$ cat src/rtl/sfst_pkg.sv
package sfst_pkg;

  typedef enum logic [1:0] {
    FILL_LOW  = 2'b00,
    FILL_RSVD = 2'b01,
    FILL_HALF = 2'b10,
    FILL_FULL = 2'b11
  } fill_e;

  // status bit positions
  localparam int unsigned ST_BUSY  = 7;
  localparam int unsigned ST_NACK  = 6;
  localparam int unsigned ST_RXIRQ = 5;
  localparam int unsigned ST_TXIRQ = 4;
  localparam int unsigned ST_ACC   = 1;
  localparam int unsigned ST_OVR   = 0;

  // flags cleared by a zero write
  localparam logic [7:0] W0C_MASK = 8'b0111_0011;

  function automatic fill_e fill_code(input int unsigned occ, input int unsigned depth);
    if (occ >= depth)          return FILL_FULL;
    else if (occ >= depth / 2) return FILL_HALF;
    else                       return FILL_LOW;
  endfunction

endpackage

$ cat src/rtl/sfst_fifo.sv
module sfst_fifo #(
  parameter int unsigned DW    = 8,
  parameter int unsigned DEPTH = 4,
  localparam int unsigned AW = (DEPTH > 1) ? $clog2(DEPTH) : 1,
  localparam int unsigned CW = $clog2(DEPTH + 1)
) (
  input  logic          clk,
  input  logic          rst_n,
  input  logic          clr,
  input  logic          push,
  input  logic          pop,
  input  logic [DW-1:0] wdata,
  output logic [DW-1:0] rdata,
  output logic [CW-1:0] count
);

  logic [DW-1:0] mem [DEPTH];
  logic [AW-1:0] wr_ptr, wr_ptr_d;
  logic [AW-1:0] rd_ptr, rd_ptr_d;
  logic [CW-1:0] count_d;
  logic          full, empty, push_ok, pop_ok;

  assign full    = (count == CW'(DEPTH));
  assign empty   = (count == '0);
  assign push_ok = push & ~full & ~clr;
  assign pop_ok  = pop & ~empty & ~clr;

  function automatic logic [AW-1:0] wrap_inc(input logic [AW-1:0] p);
    return (p == AW'(DEPTH - 1)) ? '0 : p + AW'(1);
  endfunction

  always_comb begin
    wr_ptr_d = wr_ptr;
    rd_ptr_d = rd_ptr;
    count_d  = count;
    if (clr) begin
      wr_ptr_d = '0;
      rd_ptr_d = '0;
      count_d  = '0;
    end else begin
      if (push_ok) wr_ptr_d = wrap_inc(wr_ptr);
      if (pop_ok)  rd_ptr_d = wrap_inc(rd_ptr);
      if (push_ok && !pop_ok)      count_d = count + CW'(1);
      else if (pop_ok && !push_ok) count_d = count - CW'(1);
    end
  end

  always_ff @(posedge clk or negedge rst_n) begin
    if (!rst_n) begin
      wr_ptr <= '0;
      rd_ptr <= '0;
      count  <= '0;
    end else begin
      wr_ptr <= wr_ptr_d;
      rd_ptr <= rd_ptr_d;
      count  <= count_d;
    end
  end

  // storage: one clock-enabled register per entry
  for (genvar i = 0; i < DEPTH; i++) begin : g_entry
    always_ff @(posedge clk) begin
      if (push_ok && (wr_ptr == AW'(i))) mem[i] <= wdata;
    end
  end

  assign rdata = empty ? '0 : mem[rd_ptr];

endmodule

$ cat src/rtl/sfst_flags.sv
module sfst_flags #(
  parameter int unsigned W    = 8,
  parameter logic [W-1:0] MASK = '1
) (
  input  logic         clk,
  input  logic         rst_n,
  input  logic [W-1:0] set,
  input  logic [W-1:0] clr,
  output logic [W-1:0] q
);

  logic [W-1:0] q_d;

  // set dominates clear
  for (genvar i = 0; i < W; i++) begin : g_bit
    assign q_d[i] = MASK[i] & (set[i] | (q[i] & ~clr[i]));
  end

  always_ff @(posedge clk or negedge rst_n) begin
    if (!rst_n) q <= '0;
    else        q <= q_d;
  end

endmodule

$ cat src/rtl/sfst_fill_sel.sv
module sfst_fill_sel
  import sfst_pkg::*;
#(
  parameter int unsigned DEPTH = 4,
  localparam int unsigned CW = $clog2(DEPTH + 1)
) (
  input  logic [CW-1:0] tx_cnt,
  input  logic [CW-1:0] rx_cnt,
  input  logic          dir_rx,
  output logic [1:0]    fill
);

  logic [CW-1:0] act_cnt;

  assign act_cnt = dir_rx ? rx_cnt : tx_cnt;
  assign fill    = fill_code(int'(act_cnt), DEPTH);

endmodule

$ cat src/rtl/sfifo_stat_unit.sv
module sfifo_stat_unit
  import sfst_pkg::*;
#(
  parameter int unsigned DW    = 8,
  parameter int unsigned DEPTH = 4,
  localparam int unsigned CW = $clog2(DEPTH + 1)
) (
  input  logic          clk,
  input  logic          rst_n,
  input  logic          cpu_tx_wr,
  input  logic [DW-1:0] cpu_tx_data,
  input  logic          cpu_rx_rd,
  output logic [DW-1:0] cpu_rx_data,
  input  logic          cpu_st_wr,
  input  logic [7:0]    cpu_st_wdata,
  output logic [7:0]    status,
  input  logic          eng_busy,
  input  logic          eng_dir_rx,
  input  logic          eng_tx_pop,
  output logic [DW-1:0] eng_tx_data,
  output logic          eng_tx_valid,
  input  logic          eng_rx_push,
  input  logic [DW-1:0] eng_rx_data,
  input  logic          eng_nack,
  output logic          eng_stop
);

  // reset: asserted asynchronously, released on a clock edge
  logic rst_meta, rst_i;
  always_ff @(posedge clk or negedge rst_n) begin
    if (!rst_n) begin
      rst_meta <= 1'b0;
      rst_i    <= 1'b0;
    end else begin
      rst_meta <= 1'b1;
      rst_i    <= rst_meta;
    end
  end

  // busy tracking and flush on rise
  logic busy_q, busy_rise;
  assign busy_rise = eng_busy & ~busy_q;

  always_ff @(posedge clk or negedge rst_i) begin
    if (!rst_i) busy_q <= 1'b0;
    else        busy_q <= eng_busy;
  end

  // FIFOs
  logic [CW-1:0] tx_cnt, rx_cnt;
  logic          tx_empty, tx_full, rx_empty;

  sfst_fifo #(.DW(DW), .DEPTH(DEPTH)) u_txq (
    .clk   (clk),
    .rst_n (rst_i),
    .clr   (busy_rise),
    .push  (cpu_tx_wr),
    .pop   (eng_tx_pop),
    .wdata (cpu_tx_data),
    .rdata (eng_tx_data),
    .count (tx_cnt)
  );

  sfst_fifo #(.DW(DW), .DEPTH(DEPTH)) u_rxq (
    .clk   (clk),
    .rst_n (rst_i),
    .clr   (1'b0),
    .push  (eng_rx_push),
    .pop   (cpu_rx_rd),
    .wdata (eng_rx_data),
    .rdata (cpu_rx_data),
    .count (rx_cnt)
  );

  assign tx_empty     = (tx_cnt == '0);
  assign tx_full      = (tx_cnt == CW'(DEPTH));
  assign rx_empty     = (rx_cnt == '0);
  assign eng_tx_valid = ~tx_empty;

  // sticky flags
  logic [7:0] flag_set, flag_clr, flag_q;

  always_comb begin
    flag_set           = '0;
    flag_set[ST_NACK]  = eng_nack;
    flag_set[ST_RXIRQ] = ~rx_empty;
    flag_set[ST_TXIRQ] = tx_empty;
    flag_set[ST_ACC]   = cpu_tx_wr & cpu_rx_rd;
    flag_set[ST_OVR]   = cpu_tx_wr & tx_full;
    flag_clr           = cpu_st_wr ? (~cpu_st_wdata & W0C_MASK) : 8'h00;
  end

  sfst_flags #(.W(8), .MASK(W0C_MASK)) u_flags (
    .clk   (clk),
    .rst_n (rst_i),
    .set   (flag_set),
    .clr   (flag_clr),
    .q     (flag_q)
  );

  // shared fill indicator
  logic [1:0] fill;

  sfst_fill_sel #(.DEPTH(DEPTH)) u_fill (
    .tx_cnt (tx_cnt),
    .rx_cnt (rx_cnt),
    .dir_rx (eng_dir_rx),
    .fill   (fill)
  );

  assign status   = flag_q | {busy_q, 3'b000, fill, 2'b00};
  assign eng_stop = flag_q[ST_NACK];

endmodule

$ cat config.mk
export PLATFORM = sky130hd
export DESIGN_NAME = sfifo_stat_unit
export DESIGN_NICKNAME = d
export VERILOG_FILES = /design/src/rtl/sfst_pkg.sv /design/src/rtl/sfst_fifo.sv /design/src/rtl/sfst_flags.sv /design/src/rtl/sfst_fill_sel.sv /design/src/rtl/sfifo_stat_unit.sv
export SDC_FILE = /design/constraint.sdc
export NUM_CORES = 1
export LEC_CHECK = 0
export ABC_AREA = 0
export BUFFER_PORTS_ARGS = -buffer_cell sky130_fd_sc_hd__buf_2
export CAP_MARGIN = 20
export CORE_UTILIZATION = 56
export CTS_CLUSTER_DIAMETER = 200
export DETAILED_ROUTE_END_ITERATION = 10
export PLACE_DENSITY = 0.79
export SETUP_SLACK_MARGIN = 0.3
export SYNTH_ARGS = -nofsm -noshare
export SYNTH_HDL_FRONTEND = slang
export SYNTH_SLANG_ARGS = --single-unit
$ cat constraint.sdc
create_clock -name clk -period 2.1 [get_ports clk]
set_clock_uncertainty 0.15 [all_clocks]
set_input_delay 0.42 -clock clk [delete_from_list [all_inputs] [get_ports clk]]
set_output_delay 0.42 -clock clk [all_outputs]
set_load 0.005 [all_outputs]
==> reports/metrics.yaml, run 1 <==
drt-vias-per-instance: 5.46
r2r_slack_ns: -0.23
synth_edf_count: 64
dp_hpwl_um: 4850
cts_tree: "done"
synthArstFlopShare: 0.256
worst_setup_path_start_kind: "flip-flop"
drive_above_1_share: 0.524
r2r_start: "u_txq.count[1]"
antenna_cells: 0
finalCritPeriodShare: 1.11
power.total_w: 0.00639
postPlaceCellArea_sq_um: 4290
numPortBuffers: 56
place_congestion: 0.809
max_cap_viol_count: 0
status: "complete, but fails checks"
slew_viol_final: 0
start_util: 0.584
drt-pass1-iter-count: 4
ff2ff_path_depth: 7
path_class: "flip-flop to flip-flop"
ctsHtreeMaxLevel: 3
grt_max_degree: 17
io_pins: 60
nets: 376
finalInstanceArea_sq_um: 4830
min_period_ns: 2.33
ys_seq_elements: 86
antenna_found_initial: 0
grt_pass1_vias: 2432
fp.dieH_um: 83.6
r2r-end: "u_txq.count[1]"
insertion_delay_ns: 0.35
setup_viol: 19
crit_start: "u_txq.count[1]"
routed_wl_um: 7390
crit_required_ns: 2.20
cts_made_buffers: 9
die_area_sq_um: 6990
core_sq_um: 6390
ctsRootBufferMaster: "clkbuf_8"
die_x_um: 83.6
ant_nets: 0
vias: 2244
synth_area_sq_um: 3730
clock_path_buffers: 2
first_iter_violations: 136
cts_sinks: 86
arrival_ns: 2.43
powerDensity_nw_per_um2: 1320
std_cell_rows: 29
synth.distinct_cells: 43
dp_slack_ns: -0.199
wl_per_cell_um: 18.0
hold_path.class: "flip-flop to async pin"
yosysSeqAreaShare: 0.663
ir_worst_vdd_mv: 0.865
timing.hold.ws_ns: 0.0294
fin_ws_ns: -0.235
drc_errors: 0
violations: "setup timing"
track_usage: 0.226
gr-total-overflow: 0
end_kind: "flip-flop"
grt_first_pass_wirelength_um: 11600
max_freq_mhz: 428
synth_fp_nets: 278
netlist_instances: 231
p_leak_nw: 1.95
yosysWarnings: 0
hold_viol: 0
avgSynthCellArea_sq_um: 16.1
cp_max_fo: 2
rsz0062_at_grt: "true"
path_clk_slew_ns: 0.09
syn2layout_area_growth_pct: 29.5
synthFlopType: "edfxtp_1"
-- through the flow --
| stage | TNS (ns) | instances | util |
|---|---|---|---|
| 6_report | -2.23 | 411 | 0.756 |
| 5_1_grt | -3.26 | 411 | 0.756 |
| 4_1_cts | -2.31 | 408 | 0.732 |
| 3_5_place_dp | -0.219 | 379 | 0.671 |
| 3_3_place_gp | -0.136 | 379 | 0.671 |
| 2_1_floorplan | -0.172 | 231 | - |
-- flip-flops by register name, indices dropped and copies added, names as in the netlist, 2 cells and up --
register      flops
u_flags.q         5
u_rxq.mem        32
u_rxq.rd_ptr      2
u_txq.count       3
u_rxq.wr_ptr      2
u_txq.rd_ptr      2
u_rxq.count       3
u_txq.wr_ptr      2
u_txq.mem        32
-- placed cells by master, fill, tap and decap left out, drive strengths merged, types with 2 or more instances in the layout --
cell    Yosys  final
o21ai      11     11
clkinv      0      3
nor2b       9      9
edfxtp     64     64
a21oi       6      6
and2       17     17
mux2i       3      3
dfrtp      22     22
clkbuf      3     11
fa          2      2
nand2      11     11
buf         8     96
xor2        3      3
nor2        9      9
nand2b      2      2
or3         3      3
nor3        4      4
inv        10     12
ha         11     11
mux4       16     16
mux2        2      2
-- report_power, final --
| group | switching (W) | leakage [nW] | internal [W] | total [W] |
|---|---|---|---|---|
| sequential | 0.000245 | 0.843 | 0.00221 | 0.00245 |
| clock | 0.000586 | 0.101 | 0.000561 | 0.00115 |
| combinational | 0.00116 | 1.01 | 0.00163 | 0.00279 |
-- metal layers --
layer / wire, um / vias to the layer above / share of wire / global-route usage
li1: - / 1054 / - / -
met1: 2870 / 1112 / 0.39 / 0.259
met2: 4100 / 61 / 0.55 / 0.408
met3: 242 / 17 / 0.033 / 0.0415
met4: 180 / 0 / 0.024 / 0.106
met5: 0 / - / 0 / 0
-- final cells by class --
cell class              count  area (sq um)
flip-flops and latches     86          2480
fillers                   404          1560
multi-input cells         124          1300
repair buffers             98           719
clock buffers              10           128
well taps                  77          96.3
clock inverters             6          70.1
inverters                  10          40.0
-- cells by family (layout without fill, tap and decap cells) --
family                     after synthesis  in the layout  share of synthesized area
xor gates and xnor gates                 4              4                    0.00940
DFF                                     86             86                      0.663
AOI/OAI and AO/OA                       27             27                     0.0510
muxes                                   21             21                      0.111
adders and majority gates               13             13                     0.0477
other                                    1              1                    0.00101
buffers and inverters                   21            124                     0.0269
and+or+nand+nor                         58             58                     0.0900
-- worst max path at each step --
stage / slack [ns] / to
CTS: -0.18 / u_txq.count[1]
floorplan: -0.14 / u_txq.count[1]
finish: -0.23 / u_txq.count[1]
global route: -0.30 / u_txq.count[1]
global placement: -0.14 / u_txq.count[1]
detailed placement: -0.20 / u_txq.count[1]
-- cells in the mapped netlist (2+ instances only) --
| master | number | area share |
|---|---|---|
| buf_2 | 5 | 0.0067 |
| mux2_2 | 2 | 0.0060 |
| ha_1 | 11 | 0.037 |
| fa_1 | 2 | 0.011 |
| mux2i_1 | 3 | 0.0081 |
| a21oi_1 | 6 | 0.0081 |
| clkbuf_1 | 3 | 0.0030 |
| buf_4 | 2 | 0.0040 |
| xor2_1 | 3 | 0.0071 |
| nor3_1 | 2 | 0.0027 |
| or3_1 | 2 | 0.0034 |
| mux4_2 | 16 | 0.097 |
| edfxtp_1 | 64 | 0.52 |
| nor2_1 | 9 | 0.0091 |
| and2_1 | 17 | 0.029 |
| nor2b_1 | 9 | 0.015 |
| nand2_1 | 10 | 0.010 |
| dfrtp_1 | 22 | 0.15 |
| inv_1 | 10 | 0.010 |
| o21ai_0 | 10 | 0.013 |
-- what timing repair did --
item                                    CTS  global route
hold endpoints to repair                  2             0
endpoints found under the setup margin   55            63
setup buffers                            12             2
pin swaps                                20             5
gates cloned                              0             1
resized for setup                        30            28
hold buffers                              1             0
-- worst max-delay path, stage by stage (launching register included) --
cell and delay [ns]:
dfrtp_2 0.42, or3_4 0.39, nand2_2 0.07, and2_4 0.14, fa_2 0.46, a311oi_2 0.20, o21ai_1 0.13, a221oi_2 0.27
No activity file was read; power rests on OpenSTA's default activity.
==> run 2, diff against run 1 <==
- clock period: 2.1 -> 2.26 ns (I/O delays scaled with it)
==> run 2 against run 1 <==
Die area is the same. Total power shrank 13%. Count of clock-buffer cells in the layout shrank 1. Critical path depth is the same. Clock power shrank 9.6%. Combinational power shrank 20%. The flow still finishes with violations (setup timing). Wire length shrank 6.0%.
==> reports/metrics.yaml, run 2 (synthesis gave the netlist of run 1 again) <==
mostFrequentLayoutCells: "edfxtp_1 (64), buf_2 (54), buf_4 (24)"  # was edfxtp_1 (64), buf_2 (50), buf_4 (27)
start_util: 0.584  # unchanged
hold_start: "eng_busy"
drt-vias-per-instance: 5.56  # was 5.46
antenna_found_initial: 0  # unchanged
min_period_ns: 2.32  # was 2.33 ns
io_pins: 60  # unchanged
routed_wl_um: 6950  # was 7390 um
met1_length_um: 2760  # was 2870 um
place_congestion: 0.823  # was 0.809
insertion_delay_ns: 0.36  # was 0.35 ns
track_usage: 0.200  # was 0.226
max_slew.worst_pin.slew_ns: 0.838
end_kind: "flip-flop"  # unchanged
setup_viol: 9  # was 19
wl_per_cell_um: 17.4  # was 18.0 um
p_seq_frac: 0.412  # was 0.384
ant_nets: 0  # unchanged
max_freq_mhz: 431  # was 428 MHz
crit_family: "compound AO/OA/AOI/OAI gates"  # was simple AND/OR/NAND/NOR gates
ctsRootBufferMaster: "clkbuf_8"  # unchanged
crit_chain: "or3_4 > nand2_2 > and2_4 > fa_1 > a311oi_2 > o21ai_1 > a221oi_2"  # was or3_4 > nand2_2 > and2_4 > fa_2 > a311oi_2 > o21ai_1 > a221oi_2
hold_path_end: "busy_q"
grt_first_pass_wirelength_um: 10500  # was 11600 um
status: "complete, but fails checks"  # unchanged
cts_tree: "done"  # unchanged
rsz0062_at_grt: "true"  # unchanged
relSlewSlack: 0.441
crit_required_ns: 2.38  # was 2.20 ns
die_x_um: 83.6  # unchanged
grt_max_degree: 21  # was 17
drt-pass1-iter-count: 4  # unchanged
reg.largest.list: "u_rxq.mem: 32 flops, u_txq.mem: 32 flops, u_flags.q: 5 flops"  # unchanged
numPortBuffers: 56  # unchanged
dp_hpwl_um: 4440  # was 4850 um
power.total_w: 0.00558  # was 0.00639 W
dr.max_layer_used: "met4"  # unchanged
fin_ws_ns: -0.0619  # was -0.235 ns
ctsHtreeMaxLevel: 3  # unchanged
violations: "setup timing"  # unchanged
wl_met2_um: 3660  # was 4100 um
nFillCells: 407  # was 404
r2r-end: "u_txq.count[1]"  # unchanged
finalCritPeriodShare: 1.03  # was 1.11
slew_viol_final: 0  # unchanged
path_class: "flip-flop to flip-flop"  # unchanged
antenna_cells: 0  # unchanged
switchingPower_w: 0.00181  # was 0.00199 W
grt_pass1_vias: 2170  # was 2432
ff2ff_path_depth: 7  # unchanged
core_sq_um: 6390  # unchanged
pwr-share-comb: 0.402  # was 0.437
nets: 364  # was 376
hold_viol: 0  # unchanged
critPathBufInv: 0  # unchanged
syn2layout_area_growth_pct: 23.6  # was 29.5%
tns_ns: -0.195  # was -2.23 ns
layout.cells.most_common: "edfxtp_1"  # unchanged
cp_max_fo: 3  # was 2
drive_above_1_share: 0.463  # was 0.524
die_area_sq_um: 6990  # unchanged
hold_path.class: "input pin to flip-flop"  # was flip-flop to async pin
path_clk_slew_ns: 0.10  # was 0.09 ns
vias: 2218  # was 2244
drc_errors: 0  # unchanged
cellInternalPower_w: 0.00377  # was 0.00440 W
max_stage_delay_ns: 0.44  # was 0.46 ns
gr-total-overflow: 0  # unchanged
crit_path_top_delay_cell: "dfrtp_2"  # was fa_2
r2r_slack_ns: -0.06  # was -0.23 ns
dpl.cell_count: 368  # was 379
p_sw_frac: 0.324  # was 0.311
max_cap_viol_count: 0  # unchanged
r2r_start: "u_txq.count[1]"  # unchanged
cts_made_buffers: 9  # unchanged
worst_setup_path_start_kind: "flip-flop"  # unchanged
wl_met3_um: 335  # was 242 um
std_cell_rows: 29  # unchanged
p_leak_nw: 1.84  # was 1.95 nW
fp.dieH_um: 83.6  # unchanged
arrival_ns: 2.44  # was 2.43 ns
powerDensity_nw_per_um2: 1210  # was 1320 nW/um^2
ir_worst_vdd_mv: 0.782  # was 0.865 mV
first_iter_violations: 114  # was 136
min_path_cells: 1
cts_sinks: 86  # unchanged
p_clk_frac: 0.187  # was 0.180
fin_cells: 399  # was 411
fin_util: 0.722  # was 0.756
clock_path_buffers: 2  # unchanged
[run 2: worst max-delay path by stage]
stage | startpoint | end | cells past startpoint
after detailed placement | u_txq.count[1] | u_txq.count[1] | 7
final | u_txq.count[1] | u_txq.count[1] | 7
after CTS | u_txq.count[1] | u_txq.count[1] | 7
after global placement | u_txq.count[1] | u_txq.count[1] | 7
after global routing | u_txq.count[1] | u_txq.count[1] | 7
after floorplan | u_txq.count[1] | u_txq.count[1] | 7
[run 2: repair_timing]
action	CTS	global route
pin swaps	4	9
buffers inserted	3	10
hold buffers	1	0
gates cloned	0	1
resized for setup	7	19
endpoints found under the setup margin	22	38
endpoints found under the hold margin	2	0
[run 2: area by class of cell]
class | instances | area, sq um | share of cell area
inverters | 10 | 40.0 | 0.00869
clock inverters | 7 | 73.8 | 0.0160
well taps | 77 | 96.3 | 0.0209
multi-input cells | 124 | 1230 | 0.268
repair buffers | 86 | 562 | 0.122
clock buffers | 9 | 124 | 0.0269
flip-flops and latches | 86 | 2480 | 0.538
[run 2: layer usage]
| metal | track usage | vias up |
|---|---|---|
| li1 | - | 1031 |
| met1 | 0.249 | 1105 |
| met2 | 0.337 | 69 |
| met3 | 0.0386 | 13 |
| met4 | 0.102 | 0 |
| met5 | 0 | - |
[run 2: through the flow]
stage	hold slack (ns)	setup WS [ns]	area, sq um
after global routing	0.0625	-0.148	4610
after global placement	0.0865	0.0274	4190
after detailed placement	0.0884	-0.0357	4190
after CTS	0.0503	-0.0529	4450
after floorplan	0.00641	0.0236	3760
final	0.0693	-0.0619	4610
[run 2: worst reg2reg max path, cell delays in order (launching register included)]
cell,delay [ns]
dfrtp_2,0.44
or3_4,0.40
nand2_2,0.07
and2_4,0.14
fa_1,0.41
a311oi_2,0.23
o21ai_1,0.14
a221oi_2,0.25
[run 2: power by group through the flow]
stage / sequential (W) / combinational, W / clock, W
6_report: 0.00230 / 0.00224 / 0.00104
5_1_grt: 0.00234 / 0.00245 / 0.00112
4_1_cts: 0.00229 / 0.00195 / 0.00107
3_5_place_dp: 0.00232 / 0.00184 / 0
3_3_place_gp: 0.00230 / 0.00177 / 0
2_1_floorplan: 0.00223 / 0.00125 / 0
==> run 3, diff against run 2 <==
- PLACE_DENSITY: 0.79 -> 0.88
==> run 3 against run 2 <==
The flow still finishes with violations (setup timing). Wire length fell by 0.20%. Register-to-register slack worse by 0.07 ns. Sequential power is essentially flat. Setup slack worse by 0.066 ns.
==> reports/metrics.yaml, run 3 (synthesis gave the netlist of run 1 again) <==
status: "complete, but fails checks"  # unchanged
violations: "setup timing"  # unchanged
place_congestion: 0.855  # was 0.823
syn2layout_area_growth_pct: 24.5  # was 23.6%
hold_path.class: "input pin to flip-flop"  # unchanged
drc_errors: 0  # unchanged
min_path_cells: 1  # unchanged
die_x_um: 83.6  # unchanged
routed_wl_um: 6930  # was 6950 um
wl_per_cell_um: 17.4  # about the same
r2r_start: "u_txq.count[1]"  # unchanged
grt_first_pass_wirelength_um: 10900  # was 10500 um
ctsRootBufferMaster: "clkbuf_8"  # unchanged
cts_made_buffers: 9  # unchanged
path_clk_slew_ns: 0.09  # was 0.10 ns
crit_required_ns: 2.36  # was 2.38 ns
hold_path_end: "busy_q"  # unchanged
core_sq_um: 6390  # unchanged
min_period_ns: 2.39  # was 2.32 ns
relSlewSlack: 0.440  # was 0.441
grt_pass1_vias: 2207  # was 2170
rsz0062_at_grt: "true"  # unchanged
r2r-end: "u_txq.count[1]"  # unchanged
first_iter_violations: 121  # was 114
ant_nets: 0  # unchanged
ir_worst_vdd_mv: 0.736  # was 0.782 mV
layout.cells.most_common: "edfxtp_1"  # unchanged
grt-busiest-layer: "met2"  # unchanged
clock_path_buffers: 2  # unchanged
max_cap_viol_count: 0  # unchanged
hold_start: "eng_busy"  # unchanged
fp.dieH_um: 83.6  # unchanged
power.total_w: 0.00570  # was 0.00558 W
fin_ws_ns: -0.128  # was -0.0619 ns
cp_max_fo: 3  # unchanged
gr-usage-met3: 0.0415  # was 0.0386
ff2ff_path_depth: 7  # unchanged
grt_max_degree: 21  # unchanged
antenna_cells: 0  # unchanged
track_usage: 0.210  # was 0.200
die_area_sq_um: 6990  # unchanged
reg.largest.list: "u_rxq.mem: 32 flops, u_txq.mem: 32 flops, u_flags.q: 5 flops"  # unchanged
finalCritPeriodShare: 1.06  # was 1.03
arrival_ns: 2.49  # was 2.44 ns
grt_util_met1: 0.271  # was 0.249
path_class: "flip-flop to flip-flop"  # unchanged
std_cell_rows: 29  # unchanged
drt-vias-per-instance: 5.45  # was 5.56
use_met2: 0.353  # was 0.337
max_freq_mhz: 419  # was 431 MHz
drt-pass1-iter-count: 4  # unchanged
dp_hpwl_um: 4500  # was 4440 um
powerDensity_nw_per_um2: 1230  # was 1210 nW/um^2
insertion_delay_ns: 0.35  # was 0.36 ns
setup_viol: 3  # was 9
end_kind: "flip-flop"  # unchanged
nets: 365  # was 364
vias: 2176  # was 2218
numPortBuffers: 56  # unchanged
r2r_slack_ns: -0.13  # was -0.06 ns
start_util: 0.584  # unchanged
gr-total-overflow: 0  # unchanged
worst_setup_path_start_kind: "flip-flop"  # unchanged
max_slew.worst_pin.slew_ns: 0.839  # was 0.838 ns
drive_above_1_share: 0.469  # was 0.463
fin_util: 0.727  # was 0.722
mostFrequentLayoutCells: "edfxtp_1 (64), buf_2 (54), buf_4 (24)"  # unchanged
slew_viol_final: 0  # unchanged
antenna_found_initial: 0  # unchanged
io_pins: 60  # unchanged
ctsHtreeMaxLevel: 3  # unchanged
cts_sinks: 86  # unchanged
p_leak_nw: 1.85  # was 1.84 nW
cts_tree: "done"  # unchanged
crit_start: "u_txq.count[1]"  # unchanged
hold_viol: 0  # unchanged
-- run 3: cell types whose count changed in the layout (fill, tap and decap cells not counted), moves of 2 or more --
cell	delta
dfrtp_1	-2
inv_8	-2
dfrtp_2	+2
bufinv_16	+2
-- run 3: worst max path at each step --
stage / endpoint / slack [ns]
6_report: u_txq.count[1] / -0.13
5_1_grt: u_txq.count[1] / -0.19
4_1_cts: u_txq.count[1] / -0.06
3_5_place_dp: u_txq.count[1] / -0.1
3_3_place_gp: u_txq.count[1] / 0.03
2_1_floorplan: u_txq.count[1] / 0.02
-- run 3: cell type report --
cell class / instances / area, sq um
clock buffers: 9 / 124
clock inverters: 6 / 86.3
fillers: 374 / 1740
inverters: 10 / 40.0
multi-input cells: 124 / 1240
flip-flops and latches: 86 / 2480
well taps: 77 / 96.3
repair buffers: 87 / 573
-- run 3: repair_timing --
item / in CTS / in global routing
setup buffers: 13 / 2
setup endpoints to repair: 22 / 34
resized for setup: 16 / 16
endpoints found under the hold margin: 2 / 0
hold buffers: 1 / 0
pin swaps: 8 / 6
cloned: 0 / 1
-- run 3: metal layers --
metal,routed length [um],up-vias
met3,271,12
met1,2890,1084
met2,3650,52
met4,116,0
li1,-,1028
met5,0,-
-- run 3: metrics by stage --
| stage | hold slack (ns) | cells | setup TNS, ns | setup slack, ns | instance area (sq um) |
|---|---|---|---|---|---|
| finish | 0.0688 | 399 | -0.142 | -0.128 | 4640 |
| global route | 0.0579 | 399 | -0.816 | -0.194 | 4640 |
| CTS | 0.0623 | 396 | -0.0737 | -0.0555 | 4540 |
| detailed placement | 0.0882 | 367 | -0.0962 | -0.0962 | 4180 |
| global placement | 0.0862 | 367 | 0 | 0.0251 | 4180 |
| floorplan | 0.00641 | 231 | 0 | 0.0236 | 3760 |
-- run 3: power by group --
part | total, W | internal, W | switching, W
Sequential | 0.00231 | 0.00206 | 0.000250
Clock | 0.00113 | 0.000617 | 0.000516
Combinational | 0.00226 | 0.00129 | 0.000968
-- run 3: critical path, cell delays in order (launching register included) --
cell      delay, ns
dfrtp_2        0.43
or3_4          0.41
nand2_2        0.08
and2_4         0.15
fa_2           0.46
a311oi_2       0.23
o21ai_1        0.12
a221oi_2       0.26
